File: src/rtl/dref_pkg.sv
package dref_pkg;

  typedef enum logic [1:0] {PH_IDLE, PH_LEAD, PH_ACT, PH_PRE} ref_phase_t;
  typedef enum logic [1:0] {BUS_IDLE, BUS_ASK, BUS_OWN} bus_state_t;

  localparam longint unsigned NS_PER_S = 64'd1_000_000_000;

  // Nanoseconds to clock cycles, rounded up, at least one.
  function automatic int unsigned cyc_ceil(input longint unsigned ns,
                                           input longint unsigned hz);
    longint unsigned c;
    c = (ns * hz + NS_PER_S - 64'd1) / NS_PER_S;
    return (c == 64'd0) ? 32'd1 : 32'(c);
  endfunction

  // Nanoseconds to clock cycles, rounded down, at least one.
  function automatic int unsigned cyc_floor(input longint unsigned ns,
                                            input longint unsigned hz);
    longint unsigned c;
    c = (ns * hz) / NS_PER_S;
    return (c == 64'd0) ? 32'd1 : 32'(c);
  endfunction

  // RAS low length: the pulse minimum, stretched so lead+low+precharge
  // reaches the full cycle time.
  function automatic int unsigned act_len(input int unsigned ras_c,
                                          input int unsigned trc_c,
                                          input int unsigned pre_c,
                                          input int unsigned lead_c);
    if (trc_c > pre_c + lead_c && trc_c - pre_c - lead_c > ras_c)
      return trc_c - pre_c - lead_c;
    return ras_c;
  endfunction

  function automatic int unsigned max3(input int unsigned a,
                                       input int unsigned b,
                                       input int unsigned c);
    int unsigned m;
    m = (a > b) ? a : b;
    return (m > c) ? m : c;
  endfunction

endpackage

File: src/rtl/dref_timer.sv
module dref_timer #(
  parameter int unsigned LIMIT = 16
) (
  input  logic clk,
  input  logic rst_n,
  input  logic en,
  output logic tick
);
  localparam int unsigned W = (LIMIT > 1) ? $clog2(LIMIT) : 1;

  logic [W-1:0] cnt;

  assign tick = en && (cnt == W'(LIMIT - 1));

  always_ff @(posedge clk or negedge rst_n) begin
    if (!rst_n)   cnt <= '0;
    else if (en)  cnt <= tick ? '0 : cnt + 1'b1;
  end
endmodule

File: src/rtl/dref_pend.sv
module dref_pend #(
  parameter int unsigned MAX_PEND = 4
) (
  input  logic                          clk,
  input  logic                          rst_n,
  input  logic                          tick,
  input  logic                          take,
  output logic [$clog2(MAX_PEND+1)-1:0] cnt,
  output logic [$clog2(MAX_PEND+1)-1:0] nxt
);
  localparam int unsigned W  = $clog2(MAX_PEND + 1);
  localparam int unsigned W1 = W + 1;

  logic [W1-1:0] sum;

  always_comb begin
    sum = {1'b0, cnt} + W1'(tick) - W1'(take);
    nxt = (sum > W1'(MAX_PEND)) ? W'(MAX_PEND) : sum[W-1:0];
  end

  always_ff @(posedge clk or negedge rst_n) begin
    if (!rst_n) cnt <= '0;
    else        cnt <= nxt;
  end
endmodule

File: src/rtl/dref_row.sv
module dref_row #(
  parameter int unsigned ROW_BITS = 9
) (
  input  logic                clk,
  input  logic                rst_n,
  input  logic                inc,
  output logic [ROW_BITS-1:0] row
);
  always_ff @(posedge clk or negedge rst_n) begin
    if (!rst_n)   row <= '0;
    else if (inc) row <= row + 1'b1;
  end
endmodule

File: src/rtl/dref_cycle.sv
module dref_cycle #(
  parameter int unsigned LEAD_CYC = 1,
  parameter int unsigned ACT_CYC  = 2,
  parameter int unsigned PRE_CYC  = 2,
  parameter int unsigned ROW_BITS = 9
) (
  input  logic                clk,
  input  logic                rst_n,
  input  logic                start,
  input  logic                use_row,
  input  logic [ROW_BITS-1:0] row,
  output logic                ras_n,
  output logic                ucas_n,
  output logic                lcas_n,
  output logic [ROW_BITS-1:0] addr,
  output logic                done,
  output logic                mode_q
);
  import dref_pkg::*;

  localparam int unsigned CW = $clog2(max3(LEAD_CYC, ACT_CYC, PRE_CYC) + 1);

  ref_phase_t    phase;
  logic [CW-1:0] cnt;
  logic          strobe_on;

  always_ff @(posedge clk or negedge rst_n) begin
    if (!rst_n) begin
      phase  <= PH_IDLE;
      cnt    <= '0;
      mode_q <= 1'b0;
    end else if (start) begin
      phase  <= PH_LEAD;
      cnt    <= CW'(LEAD_CYC - 1);
      mode_q <= use_row;
    end else begin
      unique case (phase)
        PH_LEAD: if (cnt == '0) begin
                   phase <= PH_ACT;
                   cnt   <= CW'(ACT_CYC - 1);
                 end else cnt <= cnt - 1'b1;
        PH_ACT:  if (cnt == '0) begin
                   phase <= PH_PRE;
                   cnt   <= CW'(PRE_CYC - 1);
                 end else cnt <= cnt - 1'b1;
        PH_PRE:  if (cnt == '0) phase <= PH_IDLE;
                 else           cnt   <= cnt - 1'b1;
        default: phase <= PH_IDLE;
      endcase
    end
  end

  assign done      = (phase == PH_PRE) && (cnt == '0);
  assign strobe_on = (phase == PH_LEAD) || (phase == PH_ACT);
  assign ras_n     = (phase != PH_ACT);
  assign ucas_n    = !(strobe_on && !mode_q);
  assign lcas_n    = !(strobe_on && !mode_q);
  assign addr      = (mode_q && phase != PH_IDLE) ? row : '0;
endmodule

File: src/rtl/dram_refresh_seq.sv
module dram_refresh_seq #(
  parameter longint unsigned CLK_HZ       = 50_000_000,
  parameter longint unsigned PAUSE_NS     = 200_000,
  parameter int unsigned     WAKE_CYCLES  = 8,
  parameter int unsigned     ROW_BITS     = 9,
  parameter longint unsigned RETENTION_NS = 8_000_000,
  parameter longint unsigned LEAD_NS      = 10,
  parameter longint unsigned RAS_NS       = 35,
  parameter longint unsigned TRP_NS       = 25,
  parameter longint unsigned TRC_NS       = 60,
  parameter int unsigned     MAX_PEND     = 4
) (
  input  logic                clk,
  input  logic                rst_n,
  input  logic                mode_ras_only,
  output logic                bus_req,
  input  logic                bus_gnt,
  output logic                init_done,
  output logic                ram_ras_n,
  output logic                ram_ucas_n,
  output logic                ram_lcas_n,
  output logic                ram_we_n,
  output logic [ROW_BITS-1:0] ram_addr
);
  import dref_pkg::*;

  localparam longint unsigned ROWS = 64'd1 << ROW_BITS;
  localparam int unsigned PAUSE_CYC = cyc_ceil(PAUSE_NS, CLK_HZ);
  localparam int unsigned IVL_CYC   = cyc_floor(RETENTION_NS / ROWS, CLK_HZ);
  localparam int unsigned LEAD_CYC  = cyc_ceil(LEAD_NS, CLK_HZ);
  localparam int unsigned PRE_CYC   = cyc_ceil(TRP_NS, CLK_HZ);
  localparam int unsigned ACT_CYC   = act_len(cyc_ceil(RAS_NS, CLK_HZ),
                                              cyc_ceil(TRC_NS, CLK_HZ),
                                              PRE_CYC, LEAD_CYC);
  localparam int unsigned WW = $clog2(WAKE_CYCLES + 1);
  localparam int unsigned PW = $clog2(MAX_PEND + 1);

  // Named internal events, observed by the bound checker.
  logic                pause_done;
  logic                pause_tick;
  logic                ivl_tick;
  logic                ev_cyc_done;
  logic                ev_ras_fall;
  logic                cyc_mode;
  logic                cyc_start;
  logic [ROW_BITS-1:0] row_q;
  logic [PW-1:0]       pend_cnt;
  logic [PW-1:0]       pend_nxt;
  logic [WW-1:0]       wake_left;
  logic                wake_busy;
  logic                take_wake;
  logic                take_pend;
  logic                owe_now;
  logic                owe_after;
  logic                ras_prev;
  bus_state_t          st, st_nxt;

  // Power-up pause: one-shot use of the interval timer.
  dref_timer #(.LIMIT(PAUSE_CYC)) u_pause (
    .clk(clk), .rst_n(rst_n), .en(!pause_done), .tick(pause_tick)
  );

  always_ff @(posedge clk or negedge rst_n) begin
    if (!rst_n) pause_done <= 1'b0;
    else        pause_done <= pause_done | pause_tick;
  end

  // Refresh interval timer, running once initialization is over.
  dref_timer #(.LIMIT(IVL_CYC)) u_ivl (
    .clk(clk), .rst_n(rst_n), .en(init_done), .tick(ivl_tick)
  );

  assign wake_busy = (wake_left != '0);
  assign take_wake = ev_cyc_done && wake_busy;
  assign take_pend = ev_cyc_done && !wake_busy;

  dref_pend #(.MAX_PEND(MAX_PEND)) u_pend (
    .clk(clk), .rst_n(rst_n), .tick(ivl_tick), .take(take_pend),
    .cnt(pend_cnt), .nxt(pend_nxt)
  );

  always_ff @(posedge clk or negedge rst_n) begin
    if (!rst_n) begin
      wake_left <= WW'(WAKE_CYCLES);
      init_done <= 1'b0;
    end else if (take_wake) begin
      wake_left <= wake_left - 1'b1;
      if (wake_left == WW'(1)) init_done <= 1'b1;
    end
  end

  assign owe_now   = pause_done && (wake_busy || pend_cnt != '0);
  assign owe_after = (wake_busy && wake_left != WW'(1)) || (pend_nxt != '0);

  // Bus ownership: ask, wait for grant, keep the bus for the whole burst.
  always_comb begin
    st_nxt    = st;
    cyc_start = 1'b0;
    unique case (st)
      BUS_IDLE: if (owe_now) st_nxt = BUS_ASK;
      BUS_ASK:  if (bus_gnt) begin
                  st_nxt    = BUS_OWN;
                  cyc_start = 1'b1;
                end
      BUS_OWN:  if (ev_cyc_done) begin
                  if (owe_after) cyc_start = 1'b1;
                  else           st_nxt    = BUS_IDLE;
                end
      default:  st_nxt = BUS_IDLE;
    endcase
  end

  always_ff @(posedge clk or negedge rst_n) begin
    if (!rst_n) st <= BUS_IDLE;
    else        st <= st_nxt;
  end

  assign bus_req = (st != BUS_IDLE);

  dref_row #(.ROW_BITS(ROW_BITS)) u_row (
    .clk(clk), .rst_n(rst_n), .inc(ev_cyc_done && cyc_mode), .row(row_q)
  );

  dref_cycle #(
    .LEAD_CYC(LEAD_CYC), .ACT_CYC(ACT_CYC), .PRE_CYC(PRE_CYC),
    .ROW_BITS(ROW_BITS)
  ) u_cycle (
    .clk(clk), .rst_n(rst_n), .start(cyc_start), .use_row(mode_ras_only),
    .row(row_q), .ras_n(ram_ras_n), .ucas_n(ram_ucas_n),
    .lcas_n(ram_lcas_n), .addr(ram_addr), .done(ev_cyc_done),
    .mode_q(cyc_mode)
  );

  assign ram_we_n = 1'b1;

  always_ff @(posedge clk or negedge rst_n) begin
    if (!rst_n) ras_prev <= 1'b1;
    else        ras_prev <= ram_ras_n;
  end

  assign ev_ras_fall = ras_prev && !ram_ras_n;
endmodule

File: config.mk
export PLATFORM = sky130hd
export DESIGN_NAME = dram_refresh_seq
export DESIGN_NICKNAME = d
export VERILOG_FILES = /design/src/rtl/dref_pkg.sv /design/src/rtl/dref_timer.sv /design/src/rtl/dref_pend.sv /design/src/rtl/dref_row.sv /design/src/rtl/dref_cycle.sv /design/src/rtl/dram_refresh_seq.sv
export SDC_FILE = /design/constraint.sdc
export NUM_CORES = 1
export LEC_CHECK = 0
export BUFFER_PORTS_ARGS = -buffer_cell sky130_fd_sc_hd__clkbuf_2
export CAP_MARGIN = 10
export CORE_ASPECT_RATIO = 0.7
export CORE_MARGIN = 4
export CORE_UTILIZATION = 47
export DETAILED_ROUTE_END_ITERATION = 8
export GPL_TIMING_DRIVEN = 0
export PLACE_DENSITY = 0.71
export SLEW_MARGIN = 25
export SYNTH_ARGS = -nofsm -noshare
export SYNTH_HDL_FRONTEND = slang
export SYNTH_SLANG_ARGS = --single-unit
File: constraint.sdc
create_clock -name clk -period 7.4 [get_ports clk]
set_input_delay 1.11 -clock clk [delete_from_list [all_inputs] [get_ports clk]]
set_output_delay 1.11 -clock clk [all_outputs]
set_load 0.01 [all_outputs]
==> results of run 1 <==
## cell type report
cell class | count | area (sq um) | area share, %
flip-flops and latches | 49 | 1230 | 41.9
inverters | 19 | 71.3 | 2.43
well taps | 72 | 90.1 | 3.07
repair buffers | 17 | 87.6 | 2.99
clock inverters | 3 | 65.1 | 2.22
clock buffers | 5 | 68.8 | 2.35
plain buffers | 3 | 20.0 | 0.683
multi-input cells | 182 | 1300 | 44.4
## layout by cell type (no fill, tap or decap), types with 8 or more instances in the layout
cell	count
and2_1	9
clkbuf_2	16
dfrtp_1	48
ha_1	19
inv_1	19
nand2_1	15
nand3_1	16
nand4_1	8
nor2_1	31
xnor2_1	17
xor2_1	14
## worst max-delay path, cell delays in order (launching register included)
cell and delay (ns):
dfrtp_1 0.39, ha_1 0.25, nor3b_4 0.42, and3_1 0.22
ha_1 0.11, inv_1 0.04, ha_1 0.20, fa_1 0.38
xnor2_1 0.29, o2111ai_1 0.19, nor3_2 0.22, o21ai_2 0.15
a211o_1 0.29
## metal layers
layer	global-route usage [%]	part of all wire [%]	up-vias
met5	0	0	-
met4	5.38	1.2	0
met3	2.69	2.7	5
met2	18.7	42	20
met1	20.7	54	842
li1	-	-	900
## kinds of logic (layout without fill, tap and decap cells)
group / Yosys count / in the layout / synth area share (%)
AO/OA/AOI/OAI: 20 / 20 / 4.92
XOR/XNOR: 31 / 31 / 10.4
adder cells (fa/ha/maj): 20 / 20 / 9.84
buffers and inverters: 22 / 47 / 3.49
flip-flops: 49 / 49 / 46.9
multiplexers: 5 / 5 / 2.05
other: 1 / 1 / 0.143
AND/OR/NAND/NOR: 105 / 105 / 22.3
## registers in the layout (all words and copies together) (netlist names)
name            flops
init_done           1
pause_done          1
st                  2
u_cycle.cnt         2
u_cycle.mode_q      1
u_cycle.phase       2
u_ivl.cnt          10
u_pause.cnt        14
u_pend.cnt          3
u_row.row           9
wake_left           4
## power by group through the flow
stage / sequential [mW] / combinational, mW / clock [mW]
finish: 0.325 / 0.234 / 0.222
global route: 0.330 / 0.267 / 0.242
CTS: 0.326 / 0.236 / 0.228
detailed placement: 0.331 / 0.235 / 0
global placement: 0.329 / 0.227 / 0
floorplan: 0.323 / 0.176 / 0
## how the worst max path moves through the flow
stage	cells past startpoint	from	to	slack, ns
floorplan	12	u_cycle.phase[0]	u_cycle.mode_q	4.48
detailed placement	12	u_cycle.phase[0]	u_cycle.phase[0]	4.15
global placement	12	u_cycle.phase[0]	u_cycle.phase[0]	4.17
finish	12	u_cycle.phase[0]	u_cycle.phase[0]	4.13
CTS	12	u_cycle.phase[0]	u_cycle.phase[0]	4.12
global route	12	u_cycle.phase[0]	u_cycle.phase[0]	3.81
==> flow_summary_export.csv, run 1 <==
group,metric,value,unit
run_status,status,"completed",
clock_tree,postCtsSetupRepairBufs,0,
power_and_ir_drop,leakage,1.44,nW
floorplan,num_rows,22,
place,place_area,0.00280,sq mm
detailed_routing,avgRoutedWirePerCell,12.7,microns
clock_tree,cts_tree,"yes",
setup_path,r2r-end,"u_cycle.phase[0]",
clock_tree,clkTransAtPathRegs,0.09,ns
setup_path,r2r_slack,4.13,ns
logic_synthesis,yosysTopAreaCellShare,45.9,%
setup_path,r2r_cells,12,
sta,fin_skew,0.00319,ns
floorplan,initial_core_util,49.3,%
sta,setup_slack,4.13,ns
clock_tree,cts_sinks,49,
power_and_ir_drop,internal_power,0.533,mW
finish,synthToLayoutAreaGrowth,11.9,%
sta,final_hold_viol_count,0,
min_path,hold_end,"u_row.row[8]",
logic_synthesis,async_flop_share,100,%
clock_tree,numCtsBuffers,5,
clock_tree,postCtsHoldBufs,0,
finish,fin_util,55.2,%
setup_path,start_kind,"flip-flop",
setup_path,worstSetupPathType,"reg2reg",
detailed_routing,drc,0,
setup_path,critPathRequiredTime,7.59,ns
sta,worstMarginPinSlew,0.650,ns
min_path,hold_path_class,"reg2reg",
logic_synthesis,synth_area_leaders,"dfrtp_1, ha_1, xnor2_1, xor2_1, nor2_1",
logic_synthesis,yosysUniqueCellTypes,42,
place,place_congestion,0.808,
floorplan,dieArea,0.00685,sq mm
place,dp_hpwl,3300,microns
sta,grt_setup_unrepaired,"no",
logic_synthesis,yosysTopAreaCell,"dfrtp_1",
sta,relSlewSlack,56.7,%
clock_tree,ctsHtreeMaxLevel,2,
logic_synthesis,syn_area,0.00262,sq mm
power_and_ir_drop,ir_drop,0.216,mV
sta,period_share,44.2,%
floorplan,die_height,70.5,microns
power_and_ir_drop,power.total,0.781,mW
logic_synthesis,syn_inst,253,
sta,hold_slack,0.476,ns
detailed_routing,dr.first_iter.drc_count,56,
finish,final_area,0.00293,sq mm
global_route,first_global_vias,1671,
floorplan,io_pins,19,
finish,drive_gt1_share,13.7,%
finish,num-nets-final,301,
setup_path,cp.arrival,3.45,ns
power_and_ir_drop,powerDensity,266,mW/mm^2
global_route,grt_pass1_wl,7600,microns
sta,fin_tns_setup,0,ns
detailed_routing,vias_per_cell,5.05,
power_and_ir_drop,seq_power_share,41.7,%
logic_synthesis,synth_nets,277,
place,pre_cts_ws,4.15,ns
clock_tree,cts-resized-gates,0,
detailed_routing,ant_nets,0,
sta,finalMaxSlewViolations,0,
logic_synthesis,ys.flop_type,"dfrtp_1",
finish,stdcell_count,350,
sta,post-route-min-period,3.27,ns
power_and_ir_drop,comb_power_share,30.0,%
floorplan,core,0.00531,sq mm
logic_synthesis,yosysSeqAreaShare,46.9,%
global_route,grt_use_total,13.6,%
clock_tree,clk_latency,0.30,ns
min_path,holdCritStartpoint,"u_row.row[8]",
power_and_ir_drop,netSwitchingPower,0.248,mW
global_route,antenna_found_initial,0,
floorplan,die_width,97.2,microns
setup_path,worstSetupEndpointType,"flip-flop",
power_and_ir_drop,clkPwrFrac,28.4,%
finish,fillCellCount,462,
logic_synthesis,synth_most_common_cell,"dfrtp_1",
setup_path,r2r_start,"u_cycle.phase[0]",
detailed_routing,vias,1767,
logic_synthesis,ys_seq_elements,49,
global_route,grt_max_degree,50,
sta,fmaxAchievable,306,MHz
logic_synthesis,synth-edff-count,0,
logic_synthesis,syn_avg_cell_area,10.4,sq um
logic_synthesis,synth_warnings,0,
logic_synthesis,synth_commonest_cells,"dfrtp_1, nor2_1, ha_1, inv_1, xnor2_1",
job,timing.max_cap.violations,0,
global_route,gr-total-overflow,0,
detailed_routing,first_pass_iters,4,
clock_tree,cts-root-buf,"clkbuf_8",
power_and_ir_drop,swShare,31.7,%
place,io_buffer_count,17,
clock_tree,clock_path_buffers,2,
detailed_routing,finalWirelength,4430,microns
place,post-place-cells,342,
min_path,hold_path_depth,1,
setup_path,cp_max_fo,10,
sta,setup_viol,0,
finish,num_antenna_cells,0,
(Power assumes the default switching activity.)
==> run 2, diff against run 1 <==
--- a/config.mk
+++ b/config.mk
@@ -5,6 +5,7 @@
 export SDC_FILE = /design/constraint.sdc
 export NUM_CORES = 1
 export LEC_CHECK = 0
+export ABC_AREA = 1
 export BUFFER_PORTS_ARGS = -buffer_cell sky130_fd_sc_hd__clkbuf_2
 export CAP_MARGIN = 10
 export CORE_ASPECT_RATIO = 0.7
@@ -12,7 +13,7 @@
 export CORE_UTILIZATION = 47
 export DETAILED_ROUTE_END_ITERATION = 8
 export GPL_TIMING_DRIVEN = 0
-export PLACE_DENSITY = 0.71
+export PLACE_DENSITY = 0.73
 export SLEW_MARGIN = 25
 export SYNTH_ARGS = -nofsm -noshare
 export SYNTH_HDL_FRONTEND = slang
==> constraint.sdc (replaced) <==
create_clock -name clk -period 2.9 [get_ports clk]
set_input_delay 0.435 -clock clk [delete_from_list [all_inputs] [get_ports clk]]
set_output_delay 0.435 -clock clk [all_outputs]
set_load 0.01 [all_outputs]
==> flow_summary_export.csv, run 2 <==
group,metric,value,unit
run_status,status,"completed",
finish,fin_util,55.7,%
logic_synthesis,yosysTopAreaCell,"dfrtp_1",
finish,fillCellCount,518,
finish,num-nets-final,384,
job,timing.max_cap.violations,0,
clock_tree,numCtsBuffers,5,
floorplan,die_width,101,microns
detailed_routing,first_pass_iters,4,
sta,period_share,95.1,%
logic_synthesis,syn_inst,333,
sta,worstMarginPinSlew,0.675,ns
setup_path,start_kind,"flip-flop",
logic_synthesis,synth_commonest_cells,"inv_1, dfrtp_1, nand2_1, nor2_1, ha_1",
detailed_routing,vias,2126,
global_route,first_global_vias,2165,
logic_synthesis,ys_seq_elements,49,
finish,final_cell_mix,"inv_1, dfrtp_1, nand2_1",
clock_tree,cts_tree,"yes",
floorplan,io_pins,19,
global_route,grt_pass1_wl,9500,microns
setup_path,critPathRequiredTime,3.09,ns
place,pre_cts_ws,-0.0415,ns
global_route,met1_usage,21.8,%
finish,top_register,"u_pause.cnt",
setup_path,critPathMostFrequentCell,"inv_2",
finish,synthToLayoutAreaGrowth,14.1,%
detailed_routing,vias_per_cell,4.88,
min_path,hold_path_class,"in2async",
power_and_ir_drop,powerDensity,389,mW/mm^2
setup_path,crit_slowest_cell,"dfrtp_1",
global_route,gr-total-overflow,0,
place,io_buffer_count,17,
floorplan,core,0.00578,sq mm
sta,setup_viol,0,
power_and_ir_drop,leakage,1.61,nW
clock_tree,clk_latency,0.31,ns
setup_path,path_cells,"inv_2 -> ha_4 -> nor3b_4 -> inv_2 -> nor2_4 -> ha_4 -> inv_2 -> ha_4 -> fa_1 -> inv_2 -> nand2_1 -> nor2_1 -> nand4_1 -> nand2_1 -> nand2_2 -> nor2_2 -> a21oi_1",
logic_synthesis,yosysUniqueCellTypes,35,
finish,multiInputGateArea,0.00141,sq mm
detailed_routing,avgRoutedWirePerCell,12.4,microns
logic_synthesis,yosysTopAreaCellShare,42.5,%
sta,grt_setup_unrepaired,"yes",
clock_tree,ctsHtreeMaxLevel,2,
logic_synthesis,synth-edff-count,0,
clock_tree,clock_path_buffers,2,
global_route,grt-busiest-layer,"met2",
clock_tree,cts-root-buf,"clkbuf_8",
detailed_routing,finalWirelength,5410,microns
sta,final_hold_viol_count,0,
sta,fmaxAchievable,363,MHz
power_and_ir_drop,ir_drop,0.178,mV
floorplan,dieArea,0.00733,sq mm
global_route,grt.met2_usage,26.3,%
sta,fin_skew,0.0113,ns
sta,relSlewSlack,55.0,%
sta,post-route-min-period,2.76,ns
global_route,met3_usage,3.82,%
global_route,antenna_found_initial,0,
logic_synthesis,synth_nets,357,
sta,finalMaxSlewViolations,0,
finish,largest_reg_flops,14,
finish,drive_gt1_share,21.1,%
setup_path,worstSetupPathType,"reg2reg",
detailed_routing,ant_nets,0,
setup_path,cp_max_fo,4,
logic_synthesis,syn_avg_cell_area,8.48,sq um
floorplan,die_height,72.9,microns
place,dp_hpwl,3830,microns
finish,reg_top3,"u_pause.cnt: 14 flops, u_ivl.cnt: 10 flops, u_row.row: 9 flops",
finish,num_antenna_cells,0,
floorplan,num_rows,23,
clock_tree,postCtsHoldBufs,0,
clock_tree,cts_sinks,49,
logic_synthesis,async_flop_share,100,%
logic_synthesis,synth_most_common_cell,"inv_1",
setup_path,cp.arrival,2.94,ns
logic_synthesis,yosysSeqAreaShare,43.4,%
detailed_routing,dr.first_iter.drc_count,111,
global_route,grt_use_total,16.0,%
floorplan,initial_core_util,48.8,%
setup_path,cp_slowest_stage_delay,0.43,ns
logic_synthesis,synth_area_leaders,"dfrtp_1, ha_1, inv_1, nand2_1, xor2_1",
logic_synthesis,syn_area,0.00283,sq mm
logic_synthesis,synth_warnings,0,
clock_tree,clkTransAtPathRegs,0.09,ns
logic_synthesis,ys.flop_type,"dfrtp_1",
finish,regArea,0.00123,sq mm
setup_path,worstSetupEndpointType,"flip-flop",
sta,setup_slack,0.143,ns
finish,final_common_cell,"inv_1",
detailed_routing,drc,0,
global_route,grt_max_degree,50,
place,place_congestion,0.842,
-- run 2: cell count changes in the layout (fill, tap and decap cells not counted), sizes merged, moves of 4 or more --
cell   change
xnor2     -15
and3       -5
inv       +44
xor2       +4
o21ai      +5
buf        +4
and2       -9
nand3      +5
nand2     +36
nor2      +14
and4       -4
nor3       +9
a21oi     +10
-- run 2: path summary, 6_finish.rpt --
check	slack (ns)	end	depth (start not counted)	from
worst max-delay path	0.14	st[1]	17	wake_left[1]
worst max register to register	0.14	st[1]	17	wake_left[1]
max in group asynchronous	2.22	wake_left[0]	1	rst_n
worst min register to register	0.51	u_row.row[8]	2	u_row.row[8]
min in group clk	0.36	u_cycle.mode_q	3	mode_ras_only
worst min-delay path	0.18	u_ivl.cnt[7]	1	rst_n
-- run 2: stage by stage --
step | hold slack [ns] | area, sq um | power (mW) | setup TNS [ns] | cells
detailed placement | 0.485 | 3010 | 0.754 | -0.0794 | 425
finish | 0.182 | 3220 | 1.25 | 0 | 436
floorplan | 0.139 | 2830 | 0.733 | 0 | 333
global route | 0.230 | 3220 | 1.30 | -0.0180 | 436
global placement | 0.469 | 3000 | 0.752 | 0 | 425
CTS | 0.213 | 3140 | 1.27 | 0 | 433
-- run 2: cell type report --
type	instances	share of cell area [%]
multi-input cells	216	43.6
plain buffers	5	0.970
well taps	75	2.91
repair buffers	20	3.42
clock inverters	1	0.932
inverters	63	7.34
flip-flops and latches	49	38.1
clock buffers	7	2.68
-- run 2: power breakdown --
part | internal (mW) | switching, mW
combinational | 0.0106 | 0.0262
sequential | 0.692 | 0.0101
clock | 0.282 | 0.233
total | 0.984 | 0.269
-- run 2: worst max-delay path, delay by kind of cell (launching register included) --
family          cells  cell delay (ns)
flops               1             0.43
buf+inv             4             0.33
simple gates        8             0.96
fa+ha+maj           4             0.90
compound gates      1             0.04
-- run 2: cell families after synthesis --
kind of cell | share of synthesized area [%]
flip-flops | 43.4
AO/OA/AOI/OAI | 5.71
other | 0.133
multiplexers | 0.354
AND/OR/NAND/NOR | 25.6
buffers and inverters | 9.48
XOR/XNOR | 6.20
adder cells (fa/ha/maj) | 9.12
-- run 2: layer usage --
metal  up-vias  part of all wire [%]
li1       1088                     -
met1       994                    48
met2        35                    47
met3         9                   3.9
met4         0                  0.92
met5         -                     0
-- run 2: timing repair --
action                                  in CTS  in global routing
endpoints found under the setup margin       7                  7
pin swaps                                    0                  8
resized for setup                            4                 18
setup buffers                                0                  3
==> run 3, diff against run 2 <==
--- a/config.mk
+++ b/config.mk
@@ -5,7 +5,7 @@
 export SDC_FILE = /design/constraint.sdc
 export NUM_CORES = 1
 export LEC_CHECK = 0
-export ABC_AREA = 1
+export ABC_AREA = 0
 export BUFFER_PORTS_ARGS = -buffer_cell sky130_fd_sc_hd__clkbuf_2
 export CAP_MARGIN = 10
 export CORE_ASPECT_RATIO = 0.7
@@ -14,6 +14,7 @@
 export DETAILED_ROUTE_END_ITERATION = 8
 export GPL_TIMING_DRIVEN = 0
 export PLACE_DENSITY = 0.73
+export SKIP_LAST_GASP = 1
 export SLEW_MARGIN = 25
 export SYNTH_ARGS = -nofsm -noshare
 export SYNTH_HDL_FRONTEND = slang
==> flow_summary_export.csv, run 3 (synthesis results as in run 1) <==
group,metric,value,unit
floorplan,dieArea,0.00685,sq mm
detailed_routing,ant_nets,0,
global_route,gr-total-overflow,0,
finish,top_register,"u_pause.cnt",
setup_path,worstSetupEndpointType,"flip-flop",
min_path,hold_path_class,"in2async",
place,place_area,0.00280,sq mm
detailed_routing,dr.first_iter.drc_count,70,
global_route,grt.met2_usage,21.3,%
sta,setup_viol,0,
floorplan,num_rows,22,
finish,drive_gt1_share,20.7,%
setup_path,worstSetupPathType,"reg2reg",
detailed_routing,first_pass_iters,4,
detailed_routing,finalWirelength,4650,microns
clock_tree,ctsHtreeMaxLevel,2,
floorplan,die_height,70.5,microns
sta,hold_slack,0.158,ns
finish,fillCellCount,444,
place,io_buffer_count,17,
setup_path,cp.arrival,3.05,ns
place,dp_hpwl,3250,microns
detailed_routing,drc,0,
global_route,met3_usage,3.29,%
power_and_ir_drop,leakage,1.50,nW
finish,stdcell_count,366,
sta,relSlewSlack,56.2,%
detailed_routing,avgRoutedWirePerCell,12.7,microns
sta,grt_setup_unrepaired,"yes",
finish,reg_top3,"u_pause.cnt: 14 flops, u_ivl.cnt: 10 flops, u_row.row: 9 flops",
sta,finalMaxSlewViolations,0,
clock_tree,cts-root-buf,"clkbuf_8",
sta,worstMarginPinSlew,0.656,ns
finish,fin_util,57.8,%
power_and_ir_drop,powerDensity,654,mW/mm^2
finish,final_common_cell,"dfrtp_1",
floorplan,core,0.00531,sq mm
finish,num_antenna_cells,0,
place,post-place-cells,342,
clock_tree,cts_sinks,49,
clock_tree,postCtsHoldBufs,0,
finish,num-nets-final,317,
finish,largest_reg_flops,14,
sta,fin_tns_setup,0,ns
global_route,antenna_found_initial,0,
global_route,grt_pass1_wl,8010,microns
setup_path,cp_max_fo,3,
floorplan,initial_core_util,49.3,%
detailed_routing,vias,1849,
clock_tree,clock_path_buffers,2,
detailed_routing,vias_per_cell,5.05,
finish,final_area,0.00307,sq mm
global_route,met1_usage,20.9,%
power_and_ir_drop,ir_drop,0.542,mV
run_status,status,"completed",
setup_path,start_kind,"flip-flop",
global_route,first_global_vias,1782,
clock_tree,numCtsBuffers,5,
global_route,grt_max_degree,50,
setup_path,r2r_cells,9,
global_route,grt_use_total,14.4,%
setup_path,critPathRequiredTime,3.10,ns
finish,synthToLayoutAreaGrowth,17.2,%
clock_tree,clk_latency,0.31,ns
floorplan,io_pins,19,
sta,post-route-min-period,2.85,ns
floorplan,die_width,97.2,microns
clock_tree,clkTransAtPathRegs,0.10,ns
job,timing.max_cap.violations,0,
setup_path,path_cells,"or4b_4 -> nor4b_4 -> ha_2 -> fa_2 -> nor2_2 -> o2111ai_2 -> nor3_4 -> o21ai_2 -> mux2_2",
sta,period_share,98.4,%
clock_tree,cts_tree,"yes",
setup_path,cp_slowest_stage_delay,0.53,ns
global_route,grt-busiest-layer,"met2",
place,place_congestion,0.826,
setup_path,crit_slowest_cell,"or4b_4",
sta,final_hold_viol_count,0,
sta,fmaxAchievable,350,MHz
sta,fin_skew,0.0103,ns
finish,final_cell_mix,"dfrtp_1, nor2_1, inv_1",
==> run 3: changes by cell type in the layout (fill, tap and decap cells not counted), sizes merged, moves of 9 or more <==
cell / before / now
inv: 63 / 20
a21oi: 15 / 5
nor3: 12 / 3
xnor2: 2 / 17
nand2: 51 / 15
and2: 0 / 9
nor2: 45 / 31
buf: 7 / 19
==> run 3: repair_timing <==
item	CTS	global route
resized for setup	7	3
endpoints found under the setup margin	7	7
pin swaps	7	7
buffers inserted	10	6
==> run 3: per-stage QoR <==
stage	worst slack, ns	power [mW]
after floorplan	0.00686	1.28
after CTS	-0.0460	1.98
final	0.0468	2.01
after global placement	-0.286	1.43
after detailed placement	-0.348	1.46
after global routing	-0.0888	2.18
==> run 3: report_power, final <==
part | internal [mW] | total (mW) | switching [mW]
clock | 0.174 | 0.416 | 0.242
sequential | 0.755 | 0.832 | 0.0772
combinational | 0.359 | 0.760 | 0.401
total | 1.29 | 2.01 | 0.721
==> run 3: path summary, 6_finish.rpt <==
path | start | to | slack (ns)
max | u_ivl.cnt[4] | u_cycle.mode_q | 0.05
min | rst_n | u_row.row[5] | 0.16
max reg2reg | u_ivl.cnt[4] | u_cycle.mode_q | 0.05
min reg2reg | u_row.row[3] | u_row.row[3] | 0.48
max in group asynchronous | rst_n | u_ivl.cnt[5] | 2.29
min in group clk | mode_ras_only | u_cycle.mode_q | 0.36
==> run 3: layer usage <==
| layer | up-vias | share of wire [%] |
|---|---|---|
| met5 | - | 0 |
| met4 | 0 | 1.4 |
| met3 | 7 | 3.3 |
| met2 | 27 | 44 |
| met1 | 881 | 51 |
| li1 | 934 | - |
==> run 3: worst max-delay path, delay by kind of cell, from the launching register on <==
kind                       cells  cell delay, ns
AOI/OAI and AO/OA              2            0.26
adders and majority gates      2            0.70
DFF                            1            0.40
muxes                          1            0.27
and+or+nand+nor                4            1.12
==> run 3: final cells by class <==
type	instances	area, sq um	area share, %
clock buffers	5	68.8	2.24
repair buffers	33	208	6.77
clock inverters	3	25.0	0.815
flip-flops and latches	49	1230	40.0
plain buffers	3	20.0	0.652
inverters	19	71.3	2.32
well taps	72	90.1	2.94
multi-input cells	182	1360	44.3
